<file path="config.mk">
export PLATFORM = sky130hd
export DESIGN_NAME = dly_tap_stepper
export DESIGN_NICKNAME = d
export VERILOG_FILES = /design/src/rtl/dly_tap_stepper.sv
export SDC_FILE = /design/constraint.sdc
export NUM_CORES = 1
export LEC_CHECK = 0
export ABC_AREA = 1
export BUFFER_PORTS_ARGS = -buffer_cell sky130_fd_sc_hd__clkbuf_2
export CORE_MARGIN = 3
export CORE_UTILIZATION = 59
export DETAILED_ROUTE_END_ITERATION = 7
export PLACE_DENSITY = 0.79
export SLEW_MARGIN = 20
export SYNTH_ARGS = -nofsm -noshare
export SYNTH_HDL_FRONTEND = slang
export SYNTH_SLANG_ARGS = --single-unit
</file>
<file path="constraint.sdc">
create_clock -name clk -period 3.4 [get_ports clk]
set_input_delay 0.17 -clock clk [delete_from_list [all_inputs] [get_ports clk]]
set_output_delay 0.17 -clock clk [all_outputs]
set_load 0.03 [all_outputs]
</file>
<file path="src/rtl/dly_tap_stepper.sv">
module dly_tap_stepper #(
  parameter int TAP_W     = 6,
  parameter int RST_A     = 16,
  parameter int RST_B     = 32,
  parameter int TAP_LO    = 0,
  parameter int TAP_HI    = 63,
  parameter int PHASE_CYC = 1
) (
  input  logic             clk,
  input  logic             rst_n,
  input  logic             start,
  input  logic [TAP_W-1:0] tgt_a,
  input  logic [TAP_W-1:0] tgt_b,
  output logic             dl_rst_a,
  output logic             dl_rst_b,
  output logic             ce_a,
  output logic             ce_b,
  output logic             inc,
  output logic             stp_clk,
  output logic             busy,
  output logic             done
);
  localparam int CW = (PHASE_CYC > 1) ? $clog2(PHASE_CYC) : 1;
  localparam logic [TAP_W-1:0] LO = TAP_W'(TAP_LO);
  localparam logic [TAP_W-1:0] HI = TAP_W'(TAP_HI);
  localparam logic [TAP_W-1:0] RA = TAP_W'(RST_A);
  localparam logic [TAP_W-1:0] RB = TAP_W'(RST_B);
  localparam logic [CW-1:0]    PL = CW'(PHASE_CYC - 1);

  typedef enum logic [1:0] {S_IDLE, S_RST, S_WALK_A, S_WALK_B} st_t;

  st_t              st;
  logic [1:0]       ph;
  logic [CW-1:0]    cnt;
  logic [TAP_W-1:0] cur_a, cur_b, goal_a, goal_b;

  function automatic logic [TAP_W-1:0] clamp(input logic [TAP_W-1:0] t);
    return (t < LO) ? LO : ((t > HI) ? HI : t);
  endfunction

  wire              phase_end = (cnt == PL);
  wire              up_a      = goal_a > cur_a;
  wire              up_b      = goal_b > cur_b;
  wire [TAP_W-1:0]  nxt_a     = up_a ? cur_a + 1'b1 : cur_a - 1'b1;
  wire [TAP_W-1:0]  nxt_b     = up_b ? cur_b + 1'b1 : cur_b - 1'b1;

  assign busy     = (st != S_IDLE);
  assign dl_rst_a = (st == S_RST);
  assign dl_rst_b = (st == S_RST);
  assign ce_a     = (st == S_WALK_A);
  assign ce_b     = (st == S_WALK_B);
  assign inc      = ce_a ? up_a : (ce_b ? up_b : 1'b0);
  assign stp_clk  = busy && (ph == 2'd1);

  always_ff @(posedge clk) begin
    if (!rst_n) begin
      st     <= S_IDLE;
      ph     <= 2'd0;
      cnt    <= '0;
      cur_a  <= RA;
      cur_b  <= RB;
      goal_a <= RA;
      goal_b <= RB;
      done   <= 1'b0;
    end else if (st == S_IDLE) begin
      if (start) begin
        goal_a <= clamp(tgt_a);
        goal_b <= clamp(tgt_b);
        done   <= 1'b0;
        st     <= S_RST;
        ph     <= 2'd0;
        cnt    <= '0;
      end
    end else if (!phase_end) begin
      cnt <= cnt + CW'(1);
    end else begin
      cnt <= '0;
      ph  <= (ph == 2'd2) ? 2'd0 : ph + 2'd1;
      if (ph == 2'd2) begin
        case (st)
          S_RST: begin
            cur_a <= RA;
            cur_b <= RB;
            if (goal_a != RA)      st <= S_WALK_A;
            else if (goal_b != RB) st <= S_WALK_B;
            else begin st <= S_IDLE; done <= 1'b1; end
          end
          S_WALK_A: begin
            cur_a <= nxt_a;
            if (nxt_a == goal_a) begin
              if (goal_b != cur_b) st <= S_WALK_B;
              else begin st <= S_IDLE; done <= 1'b1; end
            end
          end
          S_WALK_B: begin
            cur_b <= nxt_b;
            if (nxt_b == goal_b) begin st <= S_IDLE; done <= 1'b1; end
          end
          default: st <= S_IDLE;
        endcase
      end
    end
  end

  assert_clk_after_enable_R3: assert property (@(posedge clk) disable iff (!rst_n)
    $rose(stp_clk) |-> $past(ce_a || ce_b || dl_rst_a));

  assert_dir_steady_R4: assert property (@(posedge clk) disable iff (!rst_n)
    ((ce_a && $past(ce_a)) || (ce_b && $past(ce_b))) |-> $stable(inc));

  assert_a_first_R5: assert property (@(posedge clk) disable iff (!rst_n)
    ce_b |-> (cur_a == goal_a));

  assert_done_not_busy_R7: assert property (@(posedge clk) disable iff (!rst_n)
    done |-> !busy);

  assert_start_ignored_R9: assert property (@(posedge clk) disable iff (!rst_n)
    (busy && start) |=> ($stable(goal_a) && $stable(goal_b)));

  assert_goal_in_range_R8: assert property (@(posedge clk) disable iff (!rst_n)
    busy |-> (goal_a >= LO && goal_a <= HI && goal_b >= LO && goal_b <= HI));
endmodule

</file>
; ---- After elaboration in Yosys (flattened, before gate mapping)
; Cells that the tools add are included.
[word_totals]
reg_bits = 30
latchBits = 0
ramBits = 0
romBits = 0
inputBits = 15
word_cells = 88
memories = 0
[op_classes]
addsub = 6
mul = 0
n_div = 0
magnitude_cmp = 6
eq_ne = 17
n_shift = 0
muxes = 36
bitwise_logic = 2
reduce_logical = 13
[ops]
columns = operator, count
row1 = 2-to-1 mux 6 bit, 6
row2 = 2-to-1 mux 2 bit, 13
row3 = one-hot mux 6 bit (2 select lines), 2
row4 = 2-to-1 mux 1 bit, 13
row5 = "adder 6 x 1 -> 6 bit, second input constant", 2
row6 = equality test 6 bit, 2
row7 = > comparator 6 bit, 2
row8 = "> comparator 6 bit, second input constant", 2
row9 = "< comparator 6 x 1 -> 1 bit, second input constant", 2
row10 = "subtractor 6 x 1 -> 6 bit, second input constant", 2
row11 = "!= test 3 bit, second input constant", 3
row12 = AND reduction 9 bit, 1
row13 = AND reduction 4 bit, 2
row14 = nonzero test 2 bit, 4
row15 = "equality test 2 bit, second input constant", 3
row16 = "!= test 3 x 1 -> 1 bit, second input constant", 2
row17 = "!= test 6 x 5 -> 1 bit, second input constant", 1
row18 = != test 6 bit, 1
row19 = "!= test 6 bit, second input constant", 1
row20 = one-hot mux 2 bit (3 select lines), 1
row21 = AND reduction 5 bit, 1
row22 = "equality test 2 x 1 -> 1 bit, second input constant", 2
row23 = AND reduction 2 bit, 2
row24 = nonzero test 4 bit, 1
row25 = other kinds (8), 9

; ---- Logic depth before layout (Yosys ltp)
[depth]
ltp_word = 8
mapped_depth = 23
mapped_depth_nobuf = 23

; ---- Least setup slack after synthesis
; No wires, ideal clock.
[synth_path]
kind = reg2reg
start = reg cur_a[5]
end = reg done
setup_time_ns = 0.110
arrival_time_ns = 2.521
t_required_ns = 3.290
path_slack_ns = 0.770
path_stages_with_launch = 21
path_buffers = 0
period_less_slack_ns = 2.630
cell_sequence = dfxtp_1 inv_1 ha_1 nand2_1 nor2_2 nand3_2 nand2_4 inv_1 fa_1 nand3b_1 nand2_1 xor2_1 nand2_1 nand2_1 nor2_1 nand3_1 nand2_2 nand3_1 nand2_1 inv_1 nor2_1
[synth_via]
elab_chain_cells = 5
word_cells_on_any_way = 7
classes_between = add/sub (2) / order compare (1) / eq/ne (2) / mux (1) / reduce/logical (1)
[synth_rtl]
columns = item, line
row1 = start: declaration, 35  ; logic [TAP_W-1:0] cur_a, cur_b, goal_a, goal_b;
row2 = start signal: assignment, 89  ; cur_a <= nxt_a;
row3 = subtractor 6 x 1 -> 6 bit (tied with other cells), 44  ; wire [TAP_W-1:0] nxt_a = up_a ? cur_a + 1'b1 : cur_a - 1'b1;
row4 = 2-to-1 mux 6 bit *, 44
row5 = equality test 6 bit *, 90  ; if (nxt_a == goal_a) begin
row6 = != test 3 x 1 -> 1 bit (no source line) *, -
row7 = AND reduction 9 bit (no source line) *, -
row8 = end signal: assignment, 86  ; else begin st <= S_IDLE; done <= 1'b1; end
row9 = end signal: assignment, 92  ; else begin st <= S_IDLE; done <= 1'b1; end
row10 = end signal: assignment, 97  ; if (nxt_b == goal_b) begin st <= S_IDLE; done <= 1'b1; end
row11 = end: declaration, 21  ; output logic done
; Mark *: on every way between the ends. The rest lies on a longest branch, timed or not.
; A chain may end at the register's enable or synchronous reset.

; ---- Worst setup path in the final report
[layout_path]
start = reg cur_b[5]
end = reg done
[layout_via]
elab_chain_cells = 5
word_cells_on_any_way = 9
classes_between = add/sub (2) / order compare (1) / eq/ne (4) / mux (1) / reduce/logical (1)
[layout_rtl]
columns = item, line
row1 = start: declaration, 35
row2 = start signal: assignment, 96  ; cur_b <= nxt_b;
row3 = subtractor 6 x 1 -> 6 bit (tied with other cells), 45  ; wire [TAP_W-1:0] nxt_b = up_b ? cur_b + 1'b1 : cur_b - 1'b1;
row4 = 2-to-1 mux 6 bit, 45
row5 = equality test 6 bit, 97
row6 = != test 3 x 1 -> 1 bit (no source line), -
row7 = AND reduction 9 bit (no source line) *, -
row8 = end signal: assignment, 64  ; done <= 1'b0;
row9 = end signal: assignment, 92
row10 = end signal: assignment, 97
; Marks and branches as above.

==> flow_summary.json <==
{
  "clock_latency_ns": 0.28,
  "min_to": "goal_a[4]",
  "crit_family": "simple AND/OR/NAND/NOR gates",
  "hold_viol_final": 0,
  "synth_top_family_by_area": "simple AND/OR/NAND/NOR gates",
  "initial_core_util_pct": 63.5,
  "vdd_drop_max_uv": 525,
  "cts_sinks": 29,
  "hold_depth": 3,
  "r2r_slack_ns": 0.36,
  "antenna_left": 0,
  "drive_above_1_share_pct": 12.4,
  "fp.dieH_um": 66.9,
  "grt_pass1_vias": 1971,
  "cp_slowest_cell": "fa_1",
  "cp_max_fo": 6,
  "layout_commonest_cell": "nand2_1",
  "synth_fa_ha_area_share_pct": 16.1,
  "num_rows": 21,
  "vias_per_cell": 5.46,
  "tns_ns": 0,
  "grt_pass1_wl_mm": 8.68,
  "synthCells": 321,
  "ff2ff_path_depth": 19,
  "path_cells": "inv_1, ha_1, nand2_1, nor2_1, nand3_1, nand2_2, inv_1, fa_1, nand3b_1, nand2_1, xor2_1, nand2_1, nand3_1, nor2_1, nand3_2, nand2_4, nand4_1, nand2_1, nor2_1",
  "final_cell_mix": "72 x nand2_1, 50 x inv_1, 29 x a21oi_1, 29 x dfxtp_1, 26 x nand3_1",
  "routed_wirelength_mm": 5.21,
  "numCtsBuffers": 5,
  "ctsResizeCount": 0,
  "drt_iter0_markers": 134,
  "grt_usage_pct": 25.3,
  "vias": 2147,
  "r2r-end": "done",
  "avgSynthCellArea_um2": 6.81,
  "fmax_mhz": 329,
  "drtPass1Iterations": 4,
  "report.final.slew_viol_count": 0,
  "slew_headroom_pct": 56.7,
  "synth_seq_area_share_pct": 26.6,
  "setup_viol": 0,
  "endpoint_kind": "flop",
  "skew_ns": 0.00319,
  "synth.ff_latch_count": 29,
  "p_leak_nw": 1.17,
  "gp_congestion": 0.969,
  "hpwlAfterDp_mm": 4.03,
  "cp_data_arrival_time_ns": 3.22,
  "ctsHoldBuffers": 0,
  "hp-start": "tgt_a[4]",
  "syn_area_um2": 2190,
  "synth_compound_area_share_pct": 13.8,
  "min_period_over_period_pct": 89.4,
  "grt_antenna_before_repair": 0,
  "yosysWarningCount": 0,
  "root_buffer": "clkbuf_8",
  "power_density_nw_per_um2": 761,
  "grt_max_degree": 21,
  "htree_levels": 2,
  "timing.rr.start": "cur_b[5]",
  "yosys.area_share.simple_pct": 30.5,
  "antenna_cells": 0,
  "syn2layout_area_growth_pct": 12.1,
  "synth_xor_area_share_pct": 3.21,
  "cap_violations": 0,
  "drc_errors": 0,
  "final_nets": 388,
  "io_pins": 23,
  "startpoint_type": "flop",
  "grt-ovfl-total": 0,
  "grt_setup_unrepaired": "no",
  "post_cts_buffers": 0,
  "status": "completed",
  "die_area_um2": 4470,
  "path_common_cell": "nand2_1",
  "worstMarginPinSlew_ns": 0.644,
  "muxShareOfSynthArea_pct": 0,
  "hold_class": "in2reg",
  "critPathKind": "reg2reg",
  "worst-path-buf-inv": 2,
  "clk_path_buf_depth": 2,
  "routedWlPerCell_um": 13.2,
  "period_minus_slack_ns": 3.04,
  "clk_pin_slew_worst_paths_ns": 0.07,
  "core_um2": 3440,
  "io_buffers": 22,
  "required_ns": 3.58,
  "cts_tree": "yes",
  "p_total_mw": 1.86,
  "die_w_um": 66.9,
  "synth_cell_types": 30,
  "cpPeakStageDelay_ns": 0.42,
  "fillers": 320,
  "synth.net_count": 363
}
==> worst max-delay path by stage <==
stage                         from  depth (start not counted)  endpoint  slack, ns
after floorplan           cur_a[5]                         20      done       0.77
after global placement    cur_b[5]                         18      done       0.46
after detailed placement  cur_b[5]                         19      done       0.43
after CTS                 cur_b[5]                         19      done       0.35
after global routing      cur_b[5]                         19     st[1]       0.11
final                     cur_b[5]                         19      done       0.36
==> state kept, by name, summed over array words and instances (netlist names) <==
| register | cells |
|---|---|
| cur_b | 6 |
| done | 1 |
| goal_a | 6 |
| st | 2 |
| cur_a | 6 |
| goal_b | 6 |
| ph | 2 |
==> per-stage QoR <==
stage / hold slack [ns] / area, µm² / instances / worst slack [ns] / util (%)
2_1_floorplan: 0.300 / 2190 / 321 / 0.770 / -
3_3_place_gp: 0.393 / 2330 / 385 / 0.462 / 67.8
3_5_place_dp: 0.399 / 2330 / 385 / 0.433 / 67.8
4_1_cts: 0.105 / 2450 / 393 / 0.352 / 71.2
5_1_grt: 0.123 / 2450 / 393 / 0.107 / 71.2
6_report: 0.107 / 2450 / 393 / 0.360 / 71.2
==> worst register-to-register path: cells and delay by family (launching register included) <==
kind | cells | cell delay [ns]
xor gates and xnor gates | 1 | 0.10
buffers and inverters | 2 | 0.17
and+or+nand+nor | 14 | 1.58
adders and majority gates | 2 | 0.74
DFF | 1 | 0.36
==> cells in the mapped netlist <==
| cell type | count | area [µm²] |
|---|---|---|
| o21ai_1 | 1 | 5.00 |
| nand3_1 | 26 | 130 |
| nor3_1 | 2 | 10.0 |
| nand4_1 | 3 | 18.8 |
| inv_1 | 50 | 188 |
| a211oi_1 | 1 | 7.51 |
| nor2_2 | 1 | 6.26 |
| clkinv_1 | 1 | 3.75 |
| clkbuf_1 | 2 | 7.51 |
| nand2_2 | 5 | 31.3 |
| nand3_2 | 5 | 50.1 |
| nand2_4 | 2 | 22.5 |
| xnor2_1 | 4 | 35.0 |
| a21oi_1 | 29 | 145 |
| buf_4 | 1 | 7.51 |
| inv_2 | 1 | 3.75 |
| o21bai_1 | 1 | 7.51 |
| fa_1 | 2 | 40.0 |
| buf_2 | 1 | 5.00 |
| nor4_1 | 1 | 6.26 |
| a22oi_1 | 1 | 7.51 |
| ha_1 | 25 | 313 |
| nand3b_1 | 4 | 30.0 |
| a2bb2oi_1 | 1 | 8.76 |
| nand2_1 | 72 | 270 |
| nor2_1 | 24 | 90.1 |
| xor2_1 | 4 | 35.0 |
| o21ai_0 | 18 | 90.1 |
| dfxtp_1 | 29 | 581 |
| o211ai_1 | 4 | 30.0 |
==> logic make-up (layout without fill, tap and decap cells) <==
family | after synthesis | count (layout)
and+or+nand+nor | 145 | 145
AOI/OAI and AO/OA | 56 | 56
buffers and inverters | 56 | 82
DFF | 29 | 29
adders and majority gates | 27 | 27
xor gates and xnor gates | 8 | 8
==> area by class of cell <==
cell class	instances	area, µm²	share of cell area [%]
clock buffer	7	86.3	3.52
clock inverter	1	30.0	1.23
inverter	52	195	7.97
multi-input combinational	236	1390	56.7
sequential	29	581	23.7
tap	46	57.6	2.35
timing repair buffer	22	110	4.49
==> layer usage <==
metal  vias up  track usage [%]  wire (µm)
met5         -                0          0
met4         0             6.58         51
met3         7             4.72        288
met2        58             42.2       2380
met1       984             33.4       2480
li1       1098                -          -
==> where the power goes <==
group / switching, mW / internal (mW) / total (mW)
Clock: 0.136 / 0.239 / 0.375
Sequential: 0.0495 / 0.395 / 0.445
Combinational: 0.679 / 0.365 / 1.04
Note: power is estimated with default switching activity, not from simulation.
